## src/rtl/uart_pkg.sv

```systemverilog
package uart_pkg;

    localparam int OS_RATE   = 16;
    localparam int DATA_BITS = 8;

    localparam int LSR_DR   = 0;
    localparam int LSR_OE   = 1;
    localparam int LSR_FE   = 2;
    localparam int LSR_THRE = 5;
    localparam int LSR_TEMT = 6;

    typedef enum logic [1:0] {
        REG_DATA = 2'd0,
        REG_IEN  = 2'd1,
        REG_LSR  = 2'd2,
        REG_DIV  = 2'd3
    } reg_sel_e;

    typedef enum logic [1:0] {
        PH_IDLE,
        PH_START,
        PH_DATA,
        PH_STOP
    } phase_e;

    // bit 1 = receive-ready enable, bit 0 = transmit-empty enable
    typedef struct packed {
        logic ie_rx;
        logic ie_tx;
    } ien_t;

    function automatic logic [7:0] pack_lsr(input logic dr, input logic oe,
                                            input logic fe, input logic thre,
                                            input logic temt);
        logic [7:0] v;
        v           = 8'h00;
        v[LSR_DR]   = dr;
        v[LSR_OE]   = oe;
        v[LSR_FE]   = fe;
        v[LSR_THRE] = thre;
        v[LSR_TEMT] = temt;
        return v;
    endfunction

endpackage

```

## src/rtl/uart_tick_gen.sv

```systemverilog
module uart_tick_gen #(
    parameter int BASE_DIV = 2,
    parameter int DIV_W    = 4
) (
    input  logic             clk,
    input  logic             rst,
    input  logic [DIV_W-1:0] div,
    output logic             os_tick
);
    localparam int PRE_W = (BASE_DIV > 1) ? $clog2(BASE_DIV) : 1;

    logic [PRE_W-1:0] pre;
    logic [DIV_W-1:0] dcnt;
    logic             base_tick;
    logic             running;

    assign running   = (div != '0);
    assign base_tick = (pre == PRE_W'(BASE_DIV - 1));
    assign os_tick   = running && base_tick && (dcnt >= div - DIV_W'(1));

    always_ff @(posedge clk) begin
        if (rst || !running) begin
            pre  <= '0;
            dcnt <= '0;
        end else begin
            pre <= base_tick ? '0 : pre + PRE_W'(1);
            if (base_tick)
                dcnt <= (dcnt >= div - DIV_W'(1)) ? '0 : dcnt + DIV_W'(1);
        end
    end
endmodule

```

## src/rtl/uart_tx.sv

```systemverilog
module uart_tx
    import uart_pkg::*;
(
    input  logic       clk,
    input  logic       rst,
    input  logic       os_tick,
    input  logic       wr_stb,
    input  logic [7:0] wr_data,
    output logic       tx,
    output logic       thre,
    output logic       idle
);
    localparam logic [3:0] LAST_TICK = 4'(OS_RATE - 1);
    localparam logic [2:0] LAST_BIT  = 3'(DATA_BITS - 1);

    logic [7:0] thr, sh;
    logic       full, line;
    phase_e     ph;
    logic [3:0] tcnt;
    logic [2:0] bidx;

    always_ff @(posedge clk) begin
        if (rst) begin
            thr  <= '0;
            sh   <= '0;
            full <= 1'b0;
            line <= 1'b1;
            ph   <= PH_IDLE;
            tcnt <= '0;
            bidx <= '0;
        end else begin
            if (os_tick) begin
                case (ph)
                    PH_IDLE: if (full) begin
                        sh   <= thr;
                        full <= 1'b0;
                        line <= 1'b0;
                        tcnt <= '0;
                        ph   <= PH_START;
                    end
                    PH_START: if (tcnt == LAST_TICK) begin
                        line <= sh[0];
                        sh   <= sh >> 1;
                        bidx <= '0;
                        tcnt <= '0;
                        ph   <= PH_DATA;
                    end else tcnt <= tcnt + 4'd1;
                    PH_DATA: if (tcnt == LAST_TICK) begin
                        tcnt <= '0;
                        if (bidx == LAST_BIT) begin
                            line <= 1'b1;
                            ph   <= PH_STOP;
                        end else begin
                            line <= sh[0];
                            sh   <= sh >> 1;
                            bidx <= bidx + 3'd1;
                        end
                    end else tcnt <= tcnt + 4'd1;
                    default: if (tcnt == LAST_TICK) begin
                        tcnt <= '0;
                        ph   <= PH_IDLE;
                    end else tcnt <= tcnt + 4'd1;
                endcase
            end
            if (wr_stb) begin
                thr  <= wr_data;
                full <= 1'b1;
            end
        end
    end

    assign tx   = line;
    assign thre = !full;
    assign idle = (ph == PH_IDLE);
endmodule

```

## src/rtl/uart_rx.sv

```systemverilog
module uart_rx
    import uart_pkg::*;
(
    input  logic       clk,
    input  logic       rst,
    input  logic       os_tick,
    input  logic       rx,
    output logic       done,
    output logic [7:0] data,
    output logic       stop_ok
);
    localparam logic [3:0] LAST_TICK = 4'(OS_RATE - 1);
    localparam logic [3:0] MID_TICK  = 4'(OS_RATE / 2 - 1);
    localparam logic [2:0] LAST_BIT  = 3'(DATA_BITS - 1);

    logic       rs1, rs2, rprev;
    phase_e     ph;
    logic [3:0] cnt;
    logic [2:0] bidx;
    logic [7:0] sh;

    always_ff @(posedge clk) begin
        if (rst) begin
            rs1     <= 1'b1;
            rs2     <= 1'b1;
            rprev   <= 1'b1;
            ph      <= PH_IDLE;
            cnt     <= '0;
            bidx    <= '0;
            sh      <= '0;
            done    <= 1'b0;
            data    <= '0;
            stop_ok <= 1'b1;
        end else begin
            rs1   <= rx;
            rs2   <= rs1;
            rprev <= rs2;
            done  <= 1'b0;
            case (ph)
                PH_IDLE: if (rprev && !rs2) begin
                    cnt <= '0;
                    ph  <= PH_START;
                end
                PH_START: if (os_tick) begin
                    if (cnt == MID_TICK) begin
                        cnt  <= '0;
                        bidx <= '0;
                        ph   <= rs2 ? PH_IDLE : PH_DATA;
                    end else cnt <= cnt + 4'd1;
                end
                PH_DATA: if (os_tick) begin
                    if (cnt == LAST_TICK) begin
                        cnt <= '0;
                        sh  <= {rs2, sh[7:1]};
                        if (bidx == LAST_BIT) ph <= PH_STOP;
                        else bidx <= bidx + 3'd1;
                    end else cnt <= cnt + 4'd1;
                end
                default: if (os_tick) begin
                    if (cnt == LAST_TICK) begin
                        cnt     <= '0;
                        done    <= 1'b1;
                        data    <= sh;
                        stop_ok <= rs2;
                        ph      <= PH_IDLE;
                    end else cnt <= cnt + 4'd1;
                end
            endcase
        end
    end
endmodule

```

## src/rtl/mmio_uart.sv

```systemverilog
module mmio_uart
    import uart_pkg::*;
#(
    parameter int BASE_DIV = 2,
    parameter int DIV_W    = 4
) (
    input  logic       clk,
    input  logic       rst,
    input  logic [1:0] addr,
    input  logic       wr_en,
    input  logic       rd_en,
    input  logic [7:0] wdata,
    output logic [7:0] rdata,
    output logic       tx,
    input  logic       rx,
    output logic       irq_n,
    output logic       irq_oe
);
    ien_t             ien;
    logic [DIV_W-1:0] div_q;
    logic [7:0]       rbr, rdata_q, rx_data;
    logic             dr, oe, fe;
    logic             os_tick, thre, tx_idle, rx_done, stop_ok;
    logic             wr_data_stb, rd_data_stb, rd_lsr_stb;
    logic [7:0]       rd_mux;

    assign wr_data_stb = wr_en && (addr == REG_DATA);
    assign rd_data_stb = rd_en && (addr == REG_DATA);
    assign rd_lsr_stb  = rd_en && (addr == REG_LSR);

    uart_tick_gen #(.BASE_DIV(BASE_DIV), .DIV_W(DIV_W)) u_tick (
        .clk(clk), .rst(rst), .div(div_q), .os_tick(os_tick)
    );

    uart_tx u_tx (
        .clk(clk), .rst(rst), .os_tick(os_tick), .wr_stb(wr_data_stb),
        .wr_data(wdata), .tx(tx), .thre(thre), .idle(tx_idle)
    );

    uart_rx u_rx (
        .clk(clk), .rst(rst), .os_tick(os_tick), .rx(rx),
        .done(rx_done), .data(rx_data), .stop_ok(stop_ok)
    );

    always_comb begin
        case (reg_sel_e'(addr))
            REG_DATA: rd_mux = rbr;
            REG_IEN:  rd_mux = {6'b0, ien};
            REG_LSR:  rd_mux = pack_lsr(dr, oe, fe, thre, thre && tx_idle);
            default:  rd_mux = 8'(div_q);
        endcase
    end

    always_ff @(posedge clk) begin
        if (rst) begin
            ien     <= '0;
            div_q   <= '0;
            rbr     <= '0;
            dr      <= 1'b0;
            oe      <= 1'b0;
            fe      <= 1'b0;
            rdata_q <= '0;
        end else begin
            if (wr_en && addr == REG_IEN) ien   <= ien_t'(wdata[1:0]);
            if (wr_en && addr == REG_DIV) div_q <= wdata[DIV_W-1:0];
            if (rd_data_stb) dr <= 1'b0;
            if (rd_lsr_stb) begin
                oe <= 1'b0;
                fe <= 1'b0;
            end
            if (rx_done) begin
                rbr <= rx_data;
                dr  <= 1'b1;
                if (dr && !rd_data_stb) oe <= 1'b1;
                if (!stop_ok) fe <= 1'b1;
            end
            if (rd_en) rdata_q <= rd_mux;
        end
    end

    assign rdata  = rdata_q;
    assign irq_oe = ien.ie_tx || ien.ie_rx;
    assign irq_n  = !((ien.ie_tx && thre) || (ien.ie_rx && dr));
endmodule

```

## config.mk

```make
export PLATFORM = sky130hd
export DESIGN_NAME = mmio_uart
export DESIGN_NICKNAME = d
export VERILOG_FILES = /design/src/rtl/uart_pkg.sv /design/src/rtl/uart_tick_gen.sv /design/src/rtl/uart_tx.sv /design/src/rtl/uart_rx.sv /design/src/rtl/mmio_uart.sv
export SDC_FILE = /design/constraint.sdc
export NUM_CORES = 1
export LEC_CHECK = 0
export CORE_ASPECT_RATIO = 0.6
export CORE_UTILIZATION = 35
export DETAILED_ROUTE_END_ITERATION = 8
export DONT_BUFFER_PORTS = 1
export PLACE_DENSITY = 0.57
export SYNTH_ARGS = -nofsm -noshare
export SYNTH_HDL_FRONTEND = slang
export SYNTH_SLANG_ARGS = --single-unit
```

## constraint.sdc

```tcl
create_clock -name clk -period 2.4 [get_ports clk]
set_clock_uncertainty 0.05 [all_clocks]
set_input_delay 0.12 -clock clk [delete_from_list [all_inputs] [get_ports clk]]
set_output_delay 0.12 -clock clk [all_outputs]
set_load 0.03 [all_outputs]
```

==> out/qor.csv, run 1 <==
stage,metric,value,unit
worst_setup_path,critical_path_arrival,2540,ps
die,die_span_x,141,microns
pwr,p_leak,0.00190,uW
worst_setup_path,timing.critical_path.cells,"inv_2, ha_4, xnor2_1, ha_1, o211ai_2, buf_4, o21ai_4, a21o_1, o211a_1, mux2_4",
sta,timing.fmax,424,MHz
worst_setup_path,timing.critical_path.from,div_q[1],
die,rows,29,
sta,holdWs,16.9,ps
worst_setup_path,end_kind,register,
sta,tightest_slew,699,ps
sta,timing.final.hold_violations,0,
sta,timing.final.crit_share,98.2,%
routing,post-route-drc-count,0,
sta,rsz0062_at_grt,yes,
global_routing,grt_start_max_net_pins,89,
logic_synthesis,synth.net_count,459,
sta,maxSlewHeadroom,53.2,%
worst_setup_path,timing.rr.start,div_q[1],
die,area_inside_the_core_boundary,10900,sq um
sta,setup_violations,0,
worst_setup_path,worstPathMaxFanout,6,
global_routing,global_route.overflow_total,0,
routing,postRouteWirelength,9310,microns
worst_setup_path,cp_slowest_cell,sky130_fd_sc_hd__dfxtp_4,
cts,tritoncts.num_buffers,9,
global_routing,via_count_of_the_first_global_routing_pass,2959,
cts,cts_tree,yes,
global_routing,grt_pass1_wl,15200,microns
die,design.die.area,12000,sq um
pwr,report.power.total,3200,uW
routing,ant_nets,0,
min_path,min_path_type,in2reg,
worst_setup_path,timing.setup.critical_path_class,reg2reg,
layout,layout-drive-gt1-share,17.8,%
pwr,worst_ir_drop_vdd,0.464,mV
placement,port-buffer-count,0,
pwr,power_density,659,nW/um^2
cts,ctsRootBufferMaster,sky130_fd_sc_hd__clkbuf_16,
global_routing,antenna_found_initial,1,
logic_synthesis,proportion_of_synthesized_chip_area_in_sequential_cells,43.0,%
routing,drt-vias-per-instance,5.21,
cts,cts-htree-levels,3,
min_path,worst_hold_startpoint,addr[0],
sta,fin_crit,2360,ps
cts,cts-root-to-sink-buffers,2,
logic_synthesis,post_synth_instance_area,4050,sq um
placement,routabilityCongestion,0.785,
run,max_cap_viol_count,0,
logic_synthesis,ys_warn_count,0,
worst_setup_path,crit_path_end,u_rx.ph[0],
worst_setup_path,cp.required,2580,ps
logic_synthesis,synth-edff-count,0,
logic_synthesis,synth-seq-cells,87,
run_status,status,completed,
placement,placed_cells,561,
layout,synthToLayoutAreaGrowth,20.3,%
worst_setup_path,r2r.worst_path.cells,10,
die,io_pins,26,
layout,post-route-util,44.7,%
worst_setup_path,r2r_end,u_rx.ph[0],
placement,hpwl,6030,microns
worst_setup_path,ff2ff_setup_slack,40,ps
routing,detail_route.wl_per_cell,15.5,microns
cts,clkTransAtPathRegs,70,ps
routing,drt_iter0_markers,193,
logic_synthesis,yosys.cell_types.count,62,
die,initial_utilization,37.2,%
worst_setup_path,critical_path.startpoint_type,register,
layout,numnets_final,486,
cts,clk-insertion-delay-late,340,ps
logic_synthesis,synth-async-reset-ratio,0,%
die,die_height,85.3,microns
routing,drt_pass1_iterations,4,
cts,cts.sinks,87,
routing,detailroute.via_count,3124,
logic_synthesis,syn-instance-count,428,
worst_setup_path,cp_slowest_stage_delay,370,ps
logic_synthesis,synth.avg_cell_area,9.45,sq um
layout,finish.cell_count_without_fillers,600,
logic_synthesis,synth_top_flop_cell,sky130_fd_sc_hd__dfxtp_1,
global_routing,grt_util_all_layers,16.3,%
sta,report.final.slew_viol_count,0,
[sequential cells by signal (all words and copies together) (netlist names), 2 cells and up]
| name | cells |
|---|---|
| u_tx.bidx | 3 |
| u_rx.sh | 8 |
| u_rx.cnt | 4 |
| u_rx.ph | 2 |
| rdata | 8 |
| u_tx.sh | 8 |
| u_tx.tcnt | 4 |
| u_tick.dcnt | 4 |
| ien | 2 |
| rbr | 8 |
| u_rx.data | 8 |
| div_q | 4 |
| u_tx.ph | 2 |
| u_tx.thr | 8 |
| u_rx.bidx | 3 |
[cell families (layout without fill, tap and decap cells)]
kind of cell | after synthesis | after routing | synth area share (%)
AO/OA/AOI/OAI | 66 | 67 | 11.3
XOR/XNOR | 3 | 3 | 0.649
adder cells (fa/ha/maj) | 16 | 16 | 4.95
buffers and inverters | 35 | 66 | 3.77
flip-flops | 87 | 87 | 43.0
multiplexers | 59 | 59 | 15.6
other | 0 | 1 | 0
AND/OR/NAND/NOR | 162 | 162 | 20.7
[per-layer routing]
metal / vias to the layer above / global-route usage, % / wire [microns]
met5: - / 0 / 0
met3: 10 / 5.02 / 536
met2: 67 / 22.5 / 3690
li1: 1557 / - / -
met4: 0 / 4.74 / 97
met1: 1490 / 23.9 / 4990
[area by class of cell]
class                      instances  area, sq um
sequential                        87         1750
fill                            1070         6020
multi-input combinational        307         2220
timing repair buffer              37          343
tap                              139          174
clock buffer                       9          225
antenna                            1         2.50
inverter                          13         48.8
clock inverter                     7          103
[where the power goes]
group	leakage (uW)	switching, uW	internal, uW
clock	0.000162	621	927
sequential	0.000704	23.9	1460
combinational	0.00104	92.8	80.0
[through the flow]
| stage | cell area [sq um] | worst slack, ps | setup TNS, ps |
|---|---|---|---|
| after CTS | 4780 | 26.6 | 0 |
| after global routing | 4870 | -21.0 | -44.6 |
| after floorplan | 4050 | 38.0 | 0 |
| final | 4870 | 43.7 | 0 |
| after global placement | 4240 | 25.6 | 0 |
| after detailed placement | 4240 | -71.5 | -87.1 |
[cell usage in the layout (no fill, tap or decap), types with 3 or more instances in the layout]
cell type                        n
sky130_fd_sc_hd__and3_1          3
sky130_fd_sc_hd__dfxtp_1        85
sky130_fd_sc_hd__nand2b_1       14
sky130_fd_sc_hd__or2_2           8
sky130_fd_sc_hd__a21oi_1        23
sky130_fd_sc_hd__nand2_1        33
sky130_fd_sc_hd__xnor2_1         3
sky130_fd_sc_hd__mux2i_1        48
sky130_fd_sc_hd__ha_1           15
sky130_fd_sc_hd__nor2b_1         5
sky130_fd_sc_hd__nand3b_1        4
sky130_fd_sc_hd__o211ai_1        3
sky130_fd_sc_hd__mux2_2          8
sky130_fd_sc_hd__dlygate4sd3_1  13
sky130_fd_sc_hd__nor2_1         62
sky130_fd_sc_hd__o32ai_1         3
sky130_fd_sc_hd__clkbuf_16       9
sky130_fd_sc_hd__nand3_1        14
sky130_fd_sc_hd__buf_4          21
sky130_fd_sc_hd__a311oi_1        3
sky130_fd_sc_hd__o21ai_0         9
sky130_fd_sc_hd__inv_1          11
[worst min-delay path by stage]
stage                     depth (start not counted)  slack [ps]     endpoint
final                                             3          20           fe
after global placement                            1         160  u_rx.cnt[1]
after CTS                                         3           3           fe
after global routing                              3          30           fe
after floorplan                                   1         170     u_rx.rs1
after detailed placement                          1         160  u_rx.cnt[1]
[what timing repair did]
action	CTS	global route
gates resized for setup	3	15
gates cloned	0	2
endpoints found under the hold margin	83	0
setup endpoints to repair	3	37
setup buffers	4	2
pin swaps	3	10
hold buffers	14	0
[synth_stat cells, types with 3 or more instances]
cell type | count | share of area (%)
sky130_fd_sc_hd__mux2i_1 | 48 | 12
sky130_fd_sc_hd__nand2_1 | 33 | 3.1
sky130_fd_sc_hd__inv_1 | 13 | 1.2
sky130_fd_sc_hd__nor2b_1 | 5 | 0.77
sky130_fd_sc_hd__o32ai_1 | 3 | 0.65
sky130_fd_sc_hd__mux2_2 | 8 | 2.2
sky130_fd_sc_hd__xnor2_1 | 3 | 0.65
sky130_fd_sc_hd__o211ai_1 | 3 | 0.56
sky130_fd_sc_hd__and3_1 | 3 | 0.46
sky130_fd_sc_hd__or2_2 | 8 | 1.2
sky130_fd_sc_hd__nor2_1 | 62 | 5.8
sky130_fd_sc_hd__o21ai_0 | 9 | 1.1
sky130_fd_sc_hd__nand3_1 | 14 | 1.7
sky130_fd_sc_hd__a21oi_1 | 24 | 3.0
sky130_fd_sc_hd__nand2b_1 | 14 | 2.2
sky130_fd_sc_hd__a311oi_1 | 3 | 0.65
sky130_fd_sc_hd__nand3b_1 | 4 | 0.74
sky130_fd_sc_hd__ha_1 | 16 | 4.9
sky130_fd_sc_hd__clkbuf_1 | 16 | 1.5
sky130_fd_sc_hd__dfxtp_1 | 87 | 43
[worst max-delay path, delay by kind of cell, from the launching register on]
kind                     cells  cell delay [ps]
adder cells (fa/ha/maj)      2              450
multiplexers                 1              300
buffers and inverters        2              220
flip-flops                   1              370
AO/OA/AOI/OAI                4              740
XOR/XNOR                     1              120
No activity file was read; power rests on OpenSTA's default activity.
==> inputs of run 2 (changes only) <==
Settings changed: CORE_MARGIN set to 1.5, SYNTH_HIERARCHICAL set to 1.
==> run 2 against run 1 <==
The run now ends with negative hold slack, negative setup slack left. Synthesized cell count increased by 4.2%. Combinational power increased by 110%. First-iteration DRC count increased by 17%. Critical path depth increased by 3. Cell area increased by 10%. Global-route usage decreased by 0.60 points. Core utilization increased by 1.9 points. Clock power decreased by 17%. Worst setup slack got worse by 210 ps. Critical endpoint is now u_tx/sh[5].
==> out/qor.csv, run 2 <==
stage,metric,value,unit,change
sta,timing.fmax,389,MHz,was 424 MHz
worst_setup_path,worstPathMaxFanout,8,,was 6
die,die_height,87.7,microns,was 85.3 microns
cts,ctsRootBufferMaster,sky130_fd_sc_hd__clkbuf_16,,unchanged
logic_synthesis,synth.net_count,484,,was 459
worst_setup_path,cp_slowest_stage_delay,370,ps,about the same
cts,tritoncts.num_buffers,9,,unchanged
logic_synthesis,synth-seq-cells,87,,unchanged
placement,hpwl,5990,microns,was 6030 microns
worst_setup_path,cp.required,2600,ps,was 2580 ps
die,die_span_x,144,microns,was 141 microns
global_routing,grt_start_max_net_pins,85,,was 89
cts,postCtsHoldBufs,41,,was 14
worst_setup_path,family_of_cells_with_the_greatest_summed_delay_on_the_critical_path,compound AO/OA/AOI/OAI gates,,unchanged
routing,ant_nets,0,,unchanged
worst_setup_path,r2r_end,u_tx/sh[5],,was u_rx.ph[0]
logic_synthesis,synth-async-reset-ratio,0,%,unchanged
sta,worst_slack,-169,ps,was 43.7 ps
global_routing,global_route.overflow_total,0,,unchanged
die,io_pins,26,,unchanged
logic_synthesis,yosys.cell_count.top_type,sky130_fd_sc_hd__dfxtp_1,,unchanged
routing,drt-vias-per-instance,5.06,,was 5.21
sta,report.final.slew_viol_count,0,,unchanged
die,area_inside_the_core_boundary,11500,sq um,was 10900 sq um
sta,fin_crit,2570,ps,was 2360 ps
layout,numnets_final,539,,was 486
routing,post-route-drc-count,0,,unchanged
logic_synthesis,post_synth_instance_area,4180,sq um,was 4050 sq um
worst_setup_path,timing.critical_path.cells,"inv_4, ha_4, xnor2_1, ha_1, o21a_1, nor2_1, a21oi_2, and3b_2, buf_4, o2111a_2, buf_12, buf_4, a311oi_2",,"was inv_2, ha_4, xnor2_1, ha_1, o211ai_2, buf_4, o21ai_4, a21o_1, o211a_1, mux2_4"
logic_synthesis,ys_warn_count,6,,was 0
global_routing,via_count_of_the_first_global_routing_pass,3127,,was 2959
cts,cts_tree,yes,,unchanged
worst_setup_path,buffers_plus_inverters_on_the_worst_setup_path,4,,was 2
worst_setup_path,end_kind,register,,unchanged
logic_synthesis,netlist_top_cells_count,"sky130_fd_sc_hd__dfxtp_1 (87), sky130_fd_sc_hd__nor2_1 (47), sky130_fd_sc_hd__a21oi_1 (39)",,"was sky130_fd_sc_hd__dfxtp_1 (87), sky130_fd_sc_hd__nor2_1 (62), sky130_fd_sc_hd__mux2i_1 (48)"
layout,fillCellCount,1082,,was 1070
layout,postLayoutCellArea,5350,sq um,was 4870 sq um
min_path,worst_hold_path.endpoint,u_tx/sh[7],,was fe
run_status,status,"finished, violations left",,was completed
placement,routabilityCongestion,0.844,,was 0.785
pwr,worst_ir_drop_vdd,0.327,mV,was 0.464 mV
sta,tightest_slew,797,ps,was 699 ps
min_path,worst_hold_path_cells,1,,was 3
sta,timing.final.hold_violations,43,,was 0
layout,sequential_cell_area_in_the_final_layout,1750,sq um,about the same
global_routing,grt_pass1_wl,15600,microns,was 15200 microns
cts,cts-root-to-sink-buffers,2,,unchanged
logic_synthesis,synth_top_flop_cell,sky130_fd_sc_hd__dfxtp_1,,unchanged
sta,timing.final.crit_share,107,%,was 98.2%
routing,detail_route.wl_per_cell,14.4,microns,was 15.5 microns
routing,drt_pass1_iterations,4,,unchanged
run_status,violations,"negative hold slack, negative setup slack",,
global_routing,antenna_found_initial,0,,was 1
logic_synthesis,proportion_of_synthesized_chip_area_in_sequential_cells,41.6,%,was 43.0%
layout,insertedDiodeCount,0,,was 1
worst_setup_path,critPathMostFrequentCell,sky130_fd_sc_hd__buf_4,,
logic_synthesis,synth.avg_cell_area,9.38,sq um,was 9.45 sq um
worst_setup_path,critical_path_arrival,2770,ps,was 2540 ps
layout,multi_input_comb_area,2400,sq um,was 2220 sq um
layout,layout-drive-gt1-share,20.2,%,was 17.8%
worst_setup_path,r2r.worst_path.cells,13,,was 10
min_path,worst_hold_startpoint,rst,,was addr[0]
logic_synthesis,syn-instance-count,446,,was 428
logic_synthesis,synth_largest_area_cell,sky130_fd_sc_hd__dfxtp_1,,unchanged
logic_synthesis,synth_top_area_share,41.6,%,was 43.0%
worst_setup_path,critical_path.startpoint_type,register,,unchanged
sta,holdWs,-183,ps,was 16.9 ps
worst_setup_path,cp_slowest_cell,sky130_fd_sc_hd__dfxtp_4,,unchanged
sta,maxSlewHeadroom,46.7,%,was 53.2%
run,max_cap_viol_count,0,,unchanged
cts,cts.sinks,87,,unchanged
layout,layout.cells.most_common_list,"sky130_fd_sc_hd__dfxtp_1 (85), sky130_fd_sc_hd__nor2_1 (47), sky130_fd_sc_hd__dlygate4sd3_1 (41)",,"was sky130_fd_sc_hd__dfxtp_1 (85), sky130_fd_sc_hd__nor2_1 (62), sky130_fd_sc_hd__mux2i_1 (48)"
layout,synthToLayoutAreaGrowth,27.9,%,was 20.3%
pwr,power_density,589,nW/um^2,was 659 nW/um^2
worst_setup_path,ff2ff_setup_slack,-170,ps,was 40 ps
worst_setup_path,timing.rr.start,div_q[0],,was div_q[1]
cts,cts-htree-levels,3,,unchanged
die,rows,30,,was 29
routing,drt_iter0_markers,225,,was 193
logic_synthesis,synth-edff-count,0,,unchanged
placement,place_area,4430,sq um,was 4240 sq um
routing,detailroute.via_count,3370,,was 3124
sta,setup_violations,33,,was 0
cts,clk-insertion-delay-late,340,ps,about the same
placement,port-buffer-count,0,,unchanged
min_path,min_path_type,in2reg,,unchanged
layout,layout_commonest_cell,sky130_fd_sc_hd__dfxtp_1,,unchanged
cts,clkTransAtPathRegs,70,ps,about the same
logic_synthesis,synth_top_cells_by_area,"sky130_fd_sc_hd__dfxtp_1 (42%), sky130_fd_sc_hd__mux2i_1 (9.1%), sky130_fd_sc_hd__ha_1 (6.9%), sky130_fd_sc_hd__a21oi_1 (4.7%), sky130_fd_sc_hd__nor2_1 (4.2%)",,"was sky130_fd_sc_hd__dfxtp_1 (43%), sky130_fd_sc_hd__mux2i_1 (12%), sky130_fd_sc_hd__nor2_1 (5.8%), sky130_fd_sc_hd__ha_1 (4.9%), sky130_fd_sc_hd__nand2_1 (3.1%)"
die,initial_utilization,36.4,%,was 37.2%
global_routing,grt_util_all_layers,15.7,%,was 16.3%
sta,rsz0062_at_grt,yes,,unchanged
pwr,p_leak,0.00213,uW,was 0.00190 uW
die,design.die.area,12600,sq um,was 12000 sq um
worst_setup_path,timing.setup.critical_path_class,reg2reg,,unchanged
logic_synthesis,yosys.cell_types.count,69,,was 62
routing,postRouteWirelength,9610,microns,was 9310 microns
sta,tns,-2720,ps,was 0 ps
run 2: changes by cell type in the layout (fill, tap and decap cells not counted), moves of 6 or more:
cell,delta
sky130_fd_sc_hd__nor3_1,+6
sky130_fd_sc_hd__a21oi_2,+10
sky130_fd_sc_hd__buf_6,+6
sky130_fd_sc_hd__nand3_1,+15
sky130_fd_sc_hd__a311oi_2,+7
sky130_fd_sc_hd__mux2_2,-8
sky130_fd_sc_hd__mux2i_1,-10
sky130_fd_sc_hd__dlygate4sd3_1,+28
sky130_fd_sc_hd__nor2_1,-15
sky130_fd_sc_hd__ha_1,+7
sky130_fd_sc_hd__nand2b_1,-6
run 2: repair_timing:
action                                  4_1_cts  5_1_grt
pin swaps                                    14        7
gates resized for setup                      13       26
cloned                                        1        0
hold endpoints to repair                     86       43
endpoints found under the setup margin       34       44
setup buffers                                 5        4
run 2: logic make-up (layout without fill, tap and decap cells):
family / after synthesis / count (layout) / synth area share [%]
compound gates: 85 / 85 / 14.3
xor+xnor: 4 / 4 / 0.837
fa+ha+maj: 23 / 23 / 6.88
buf+inv: 39 / 99 / 4.66
flops: 87 / 87 / 41.6
mux: 40 / 40 / 10.2
simple gates: 168 / 168 / 21.5
run 2: metrics by stage:
stage | cells | util, % | setup WS, ps | power [uW]
global route | 666 | 46.6 | -292 | 3290
floorplan | 446 | - | 6.61 | 1780
global placement | 600 | 38.6 | -70.2 | 1810
finish | 666 | 46.6 | -169 | 3150
detailed placement | 600 | 38.6 | -126 | 1810
CTS | 663 | 45.6 | -104 | 3150
run 2: layer usage:
| layer | track usage, % | vias to the layer above | routed length [microns] |
|---|---|---|---|
| met3 | 5.58 | 7 | 533 |
| met4 | 4.22 | 0 | 61 |
| met5 | 0 | - | 0 |
| met2 | 23.2 | 57 | 4200 |
| li1 | - | 1699 | - |
| met1 | 21.7 | 1607 | 4820 |
run 2: layout make-up:
type	instances	share of cell area, %
multi-input cells	320	44.8
flip-flops and latches	87	32.7
repair buffers	69	12.6
clock buffers	10	4.28
well taps	160	3.74
inverters	14	1.03
clock inverters	6	0.865
run 2: worst max-delay path by stage:
stage	from	endpoint	depth (start not counted)
6_report	div_q[0]	u_tx/sh[5]	13
5_1_grt	div_q[0]	u_rx/ph[1]	13
4_1_cts	div_q[0]	u_rx/ph[1]	13
3_5_place_dp	div_q[1]	u_rx/cnt[1]	13
3_3_place_gp	div_q[1]	u_rx/cnt[1]	13
2_1_floorplan	div_q[1]	u_rx/ph[1]	12
run 2: worst register-to-register path: stages, from the launching register on:
cell and delay (ps):
sky130_fd_sc_hd__dfxtp_4 370, sky130_fd_sc_hd__inv_4 50, sky130_fd_sc_hd__ha_4 150, sky130_fd_sc_hd__xnor2_1 120, sky130_fd_sc_hd__ha_1 300, sky130_fd_sc_hd__o21a_1 170, sky130_fd_sc_hd__nor2_1 120, sky130_fd_sc_hd__a21oi_2 50
sky130_fd_sc_hd__and3b_2 270, sky130_fd_sc_hd__buf_4 150, sky130_fd_sc_hd__o2111a_2 170, sky130_fd_sc_hd__buf_12 160, sky130_fd_sc_hd__buf_4 140, sky130_fd_sc_hd__a311oi_2 220
run 2: power by group:
part	switching [uW]	leakage [uW]	internal, uW	total, uW
Combinational	184	0.00130	182	366
Clock	579	0.000129	707	1290
Sequential	33.1	0.000705	1470	1500
Total	797	0.00213	2350	3150
==> inputs of run 3 (changes only) <==
Settings changed: ABC_AREA set to 1.
==> run 3 against run 2 <==
The run now ends clean. Via count rose by 14%. Non-clock buffer count fell by 25. Fmax rose by 13%. Critical path depth rose by 3. Global-route usage rose by 0.73 points. Sequential power barely moved. Die area rose by 1.5%. Cell count rose by 20%.
==> out/qor.csv, run 3 <==
stage,metric,value,unit,change
cts,clkTransAtPathRegs,70,ps,about the same
worst_setup_path,family_of_cells_with_the_greatest_summed_delay_on_the_critical_path,simple AND/OR/NAND/NOR gates,,was compound AO/OA/AOI/OAI gates
layout,insertedDiodeCount,0,,unchanged
cts,clk-insertion-delay-late,350,ps,was 340 ps
sta,tns,0,ps,was -2720 ps
logic_synthesis,post_synth_mux_area_share,0,%,was 10.2%
cts,cts-root-to-sink-buffers,2,,unchanged
sta,fin_crit,2270,ps,was 2570 ps
logic_synthesis,synth_top_cells_by_area,"sky130_fd_sc_hd__dfxtp_1 (41%), sky130_fd_sc_hd__nand2_1 (10%), sky130_fd_sc_hd__nor2_1 (8.7%), sky130_fd_sc_hd__ha_1 (6.8%), sky130_fd_sc_hd__o21ai_0 (5.9%)",,"was sky130_fd_sc_hd__dfxtp_1 (42%), sky130_fd_sc_hd__mux2i_1 (9.1%), sky130_fd_sc_hd__ha_1 (6.9%), sky130_fd_sc_hd__a21oi_1 (4.7%), sky130_fd_sc_hd__nor2_1 (4.2%)"
pwr,power_internal,2290,uW,was 2350 uW
worst_setup_path,cp_slowest_stage_delay,330,ps,was 370 ps
logic_synthesis,syn-instance-count,590,,was 446
logic_synthesis,synthSimpleGateAreaFrac,30.0,%,was 21.5%
routing,detail_route.wl_per_cell,12.5,microns,was 14.4 microns
worst_setup_path,critical_path_arrival,2420,ps,was 2770 ps
sta,report.final.slew_viol_count,0,,unchanged
run_status,status,completed,,"was finished, violations left"
die,io_pins,26,,unchanged
pwr,relative_contribution_of_combinational_cells_to_total_power,7.3,%,was 11.6%
logic_synthesis,synth_top_flop_cell,sky130_fd_sc_hd__dfxtp_1,,unchanged
pwr,p_leak,0.00230,uW,was 0.00213 uW
worst_setup_path,critical_path.startpoint_type,register,,unchanged
worst_setup_path,worstPathMaxFanout,5,,was 8
sta,timing.final.hold_violations,0,,was 43
placement,dp_slack,-69.8,ps,was -126 ps
logic_synthesis,synth-edff-count,0,,unchanged
pwr,report.power.total,3120,uW,was 3150 uW
placement,hpwl,7090,microns,was 5990 microns
cts,cts-htree-levels,3,,unchanged
layout,finish.cell_count_without_fillers,798,,was 666
logic_synthesis,netlist_top_cells_count,"sky130_fd_sc_hd__nand2_1 (118), sky130_fd_sc_hd__nor2_1 (98), sky130_fd_sc_hd__dfxtp_1 (87)",,"was sky130_fd_sc_hd__dfxtp_1 (87), sky130_fd_sc_hd__nor2_1 (47), sky130_fd_sc_hd__a21oi_1 (39)"
die,die_height,88.3,microns,was 87.7 microns
cts,ctsRootBufferMaster,sky130_fd_sc_hd__clkbuf_16,,unchanged
die,design.die.area,12800,sq um,was 12600 sq um
logic_synthesis,ys_warn_count,6,,unchanged
global_routing,grt_util_all_layers,16.4,%,was 15.7%
worst_setup_path,timing.setup.critical_path_class,reg2reg,,unchanged
logic_synthesis,synth.avg_cell_area,7.20,sq um,was 9.38 sq um
die,initial_utilization,36.7,%,was 36.4%
cts,tritoncts.num_buffers,9,,unchanged
layout,layout-drive-gt1-share,13.0,%,was 20.2%
global_routing,global_route.overflow_total,0,,unchanged
logic_synthesis,synth_top_area_share,41.0,%,was 41.6%
layout,numnets_final,671,,was 539
logic_synthesis,synth_xor_xnor_area_share,0.412,%,was 0.837%
routing,drt_iter0_markers,212,,was 225
pwr,worst_ir_drop_vdd,0.332,mV,was 0.327 mV
placement,routabilityCongestion,0.844,,about the same
logic_synthesis,post_synth_instance_area,4250,sq um,was 4180 sq um
layout,synthToLayoutAreaGrowth,21.1,%,was 27.9%
pwr,power.switching_fraction,26.5,%,was 25.3%
min_path,min_path_type,in2reg,,unchanged
die,rows,30,,unchanged
logic_synthesis,synth_top_family_by_area,simple AND/OR/NAND/NOR gates,,unchanged
routing,drt-vias-per-instance,4.79,,was 5.06
sta,worst_slack,127,ps,was -169 ps
worst_setup_path,buffers_plus_inverters_on_the_worst_setup_path,2,,was 4
run,max_cap_viol_count,0,,unchanged
die,area_inside_the_core_boundary,11600,sq um,was 11500 sq um
cts,cts_tree,yes,,unchanged
logic_synthesis,synth-async-reset-ratio,0,%,unchanged
routing,postRouteWirelength,9970,microns,was 9610 microns
routing,post-route-drc-count,0,,unchanged
placement,port-buffer-count,0,,unchanged
worst_setup_path,timing.critical_path.cells,"inv_1, ha_2, ha_1, nand2_1, nand2_1, nand2_1, nand3_2, nand3_4, inv_4, nand2_1, nand2_2, nand2_1, nor2_2, nand2_1, nand2_1, a21oi_1",,"was inv_4, ha_4, xnor2_1, ha_1, o21a_1, nor2_1, a21oi_2, and3b_2, buf_4, o2111a_2, buf_12, buf_4, a311oi_2"
global_routing,antenna_found_initial,0,,unchanged
layout,layout.cells.most_common_list,"sky130_fd_sc_hd__nand2_1 (115), sky130_fd_sc_hd__nor2_1 (96), sky130_fd_sc_hd__dfxtp_1 (85)",,"was sky130_fd_sc_hd__dfxtp_1 (85), sky130_fd_sc_hd__nor2_1 (47), sky130_fd_sc_hd__dlygate4sd3_1 (41)"
logic_synthesis,yosys.cell_types.count,38,,was 69
global_routing,via_count_of_the_first_global_routing_pass,3429,,was 3127
logic_synthesis,synth.net_count,628,,was 484
worst_setup_path,cp_slowest_cell,sky130_fd_sc_hd__dfxtp_2,,was sky130_fd_sc_hd__dfxtp_4
logic_synthesis,synth-seq-cells,87,,unchanged
routing,drt_pass1_iterations,4,,unchanged
die,die_span_x,145,microns,was 144 microns
sta,setup_violations,0,,was 33
routing,detailroute.via_count,3826,,was 3370
global_routing,grt_pass1_wl,16700,microns,was 15600 microns
worst_setup_path,cp.required,2550,ps,was 2600 ps
sta,holdWs,26.5,ps,was -183 ps
logic_synthesis,proportion_of_synthesized_chip_area_in_sequential_cells,41.0,%,was 41.6%
pwr,total_switching_power,825,uW,was 797 uW
pwr,sequentialPowerShare,47.9,%,was 47.6%
logic_synthesis,yosys.cell_count.top_type,sky130_fd_sc_hd__nand2_1,,was sky130_fd_sc_hd__dfxtp_1
sta,maxSlewHeadroom,51.6,%,was 46.7%
sta,tightest_slew,723,ps,was 797 ps
worst_setup_path,end_kind,register,,unchanged
worst_setup_path,critPathMostFrequentCell,sky130_fd_sc_hd__nand2_1,,was sky130_fd_sc_hd__buf_4
sta,timing.final.crit_share,94.7,%,was 107%
layout,layout_commonest_cell,sky130_fd_sc_hd__nand2_1,,was sky130_fd_sc_hd__dfxtp_1
pwr,power_frac_clock,44.7,%,was 40.8%
placement,placed_cells,755,,was 600
pwr,power_density,606,nW/um^2,was 589 nW/um^2
sta,timing.fmax,440,MHz,was 389 MHz
logic_synthesis,synth-compound-area-share,14.6,%,was 14.3%
sta,rsz0062_at_grt,yes,,unchanged
routing,ant_nets,0,,unchanged
worst_setup_path,ff2ff_setup_slack,130,ps,was -170 ps
logic_synthesis,synth_adder_area_share,6.77,%,was 6.88%
global_routing,grt_start_max_net_pins,24,,was 85
logic_synthesis,synth_largest_area_cell,sky130_fd_sc_hd__dfxtp_1,,unchanged
cts,cts.sinks,87,,unchanged
run 3: changes by cell type in the layout (fill, tap and decap cells not counted), moves of 11 or more:
cell / before / now
sky130_fd_sc_hd__nand3_1: 29 / 42
sky130_fd_sc_hd__dlygate4sd3_1: 41 / 25
sky130_fd_sc_hd__mux2i_1: 38 / 0
sky130_fd_sc_hd__nor2_1: 47 / 96
sky130_fd_sc_hd__nand2_1: 31 / 115
sky130_fd_sc_hd__a21oi_1: 28 / 43
sky130_fd_sc_hd__o21ai_0: 6 / 48
sky130_fd_sc_hd__inv_1: 12 / 51
sky130_fd_sc_hd__a21oi_2: 11 / 0
run 3: layout make-up:
cell class	count	area, sq um
fill	1196	6420
multi-input combinational	428	2240
sequential	87	1740
clock inverter	7	73.8
tap	160	200
timing repair buffer	44	418
inverter	63	243
clock buffer	9	225
run 3: metal layers:
metal / track usage, % / wire length [microns] / vias to the layer above
li1: - / - / 2005
met2: 24.0 / 3980 / 69
met4: 5.10 / 112 / 0
met1: 23.7 / 5420 / 1741
met5: 0 / 0 / -
met3: 4.28 / 466 / 11
run 3: final timing paths:
path	from	end	cells after the start
worst min-delay path	addr[1]	rdata[2]	3
worst min register to register	u_rx/stop_ok	u_rx/stop_ok	2
worst max-delay path	div_q[0]	u_rx/ph[1]	16
worst max register to register	div_q[0]	u_rx/ph[1]	16
run 3: worst reg2reg max path, delay by kind of cell (launching register included):
| kind | cells | cell delay [ps] |
|---|---|---|
| flip-flops | 1 | 330 |
| buffers and inverters | 2 | 160 |
| adder cells (fa/ha/maj) | 2 | 580 |
| AND/OR/NAND/NOR | 11 | 940 |
| AO/OA/AOI/OAI | 1 | 50 |
run 3: kinds of logic after synthesis:
kind of cell,count (synthesis)
buffers and inverters,75
AOI/OAI and AO/OA,111
and+or+nand+nor,292
xor gates and xnor gates,2
adders and majority gates,23
DFF,87
run 3: what timing repair did:
item,in CTS,in global routing
hold endpoints to repair,43,0
pin swaps,0,3
resized for setup,3,14
setup buffers,1,1
hold buffers,25,0
endpoints found under the setup margin,21,45
run 3: power groups by stage:
stage	clock network [uW]	logic, uW	registers, uW
floorplan	0	151	1520
global placement	0	187	1530
detailed placement	0	190	1530
CTS	1430	225	1490
global route	1490	260	1500
finish	1390	229	1490
run 3: stage by stage:
step           utilization [%]  cell area [sq um]
2_1_floorplan                -               4250
3_3_place_gp              39.2               4530
3_5_place_dp              39.2               4530
4_1_cts                   44.1               5100
5_1_grt                   44.5               5140
6_report                  44.5               5140
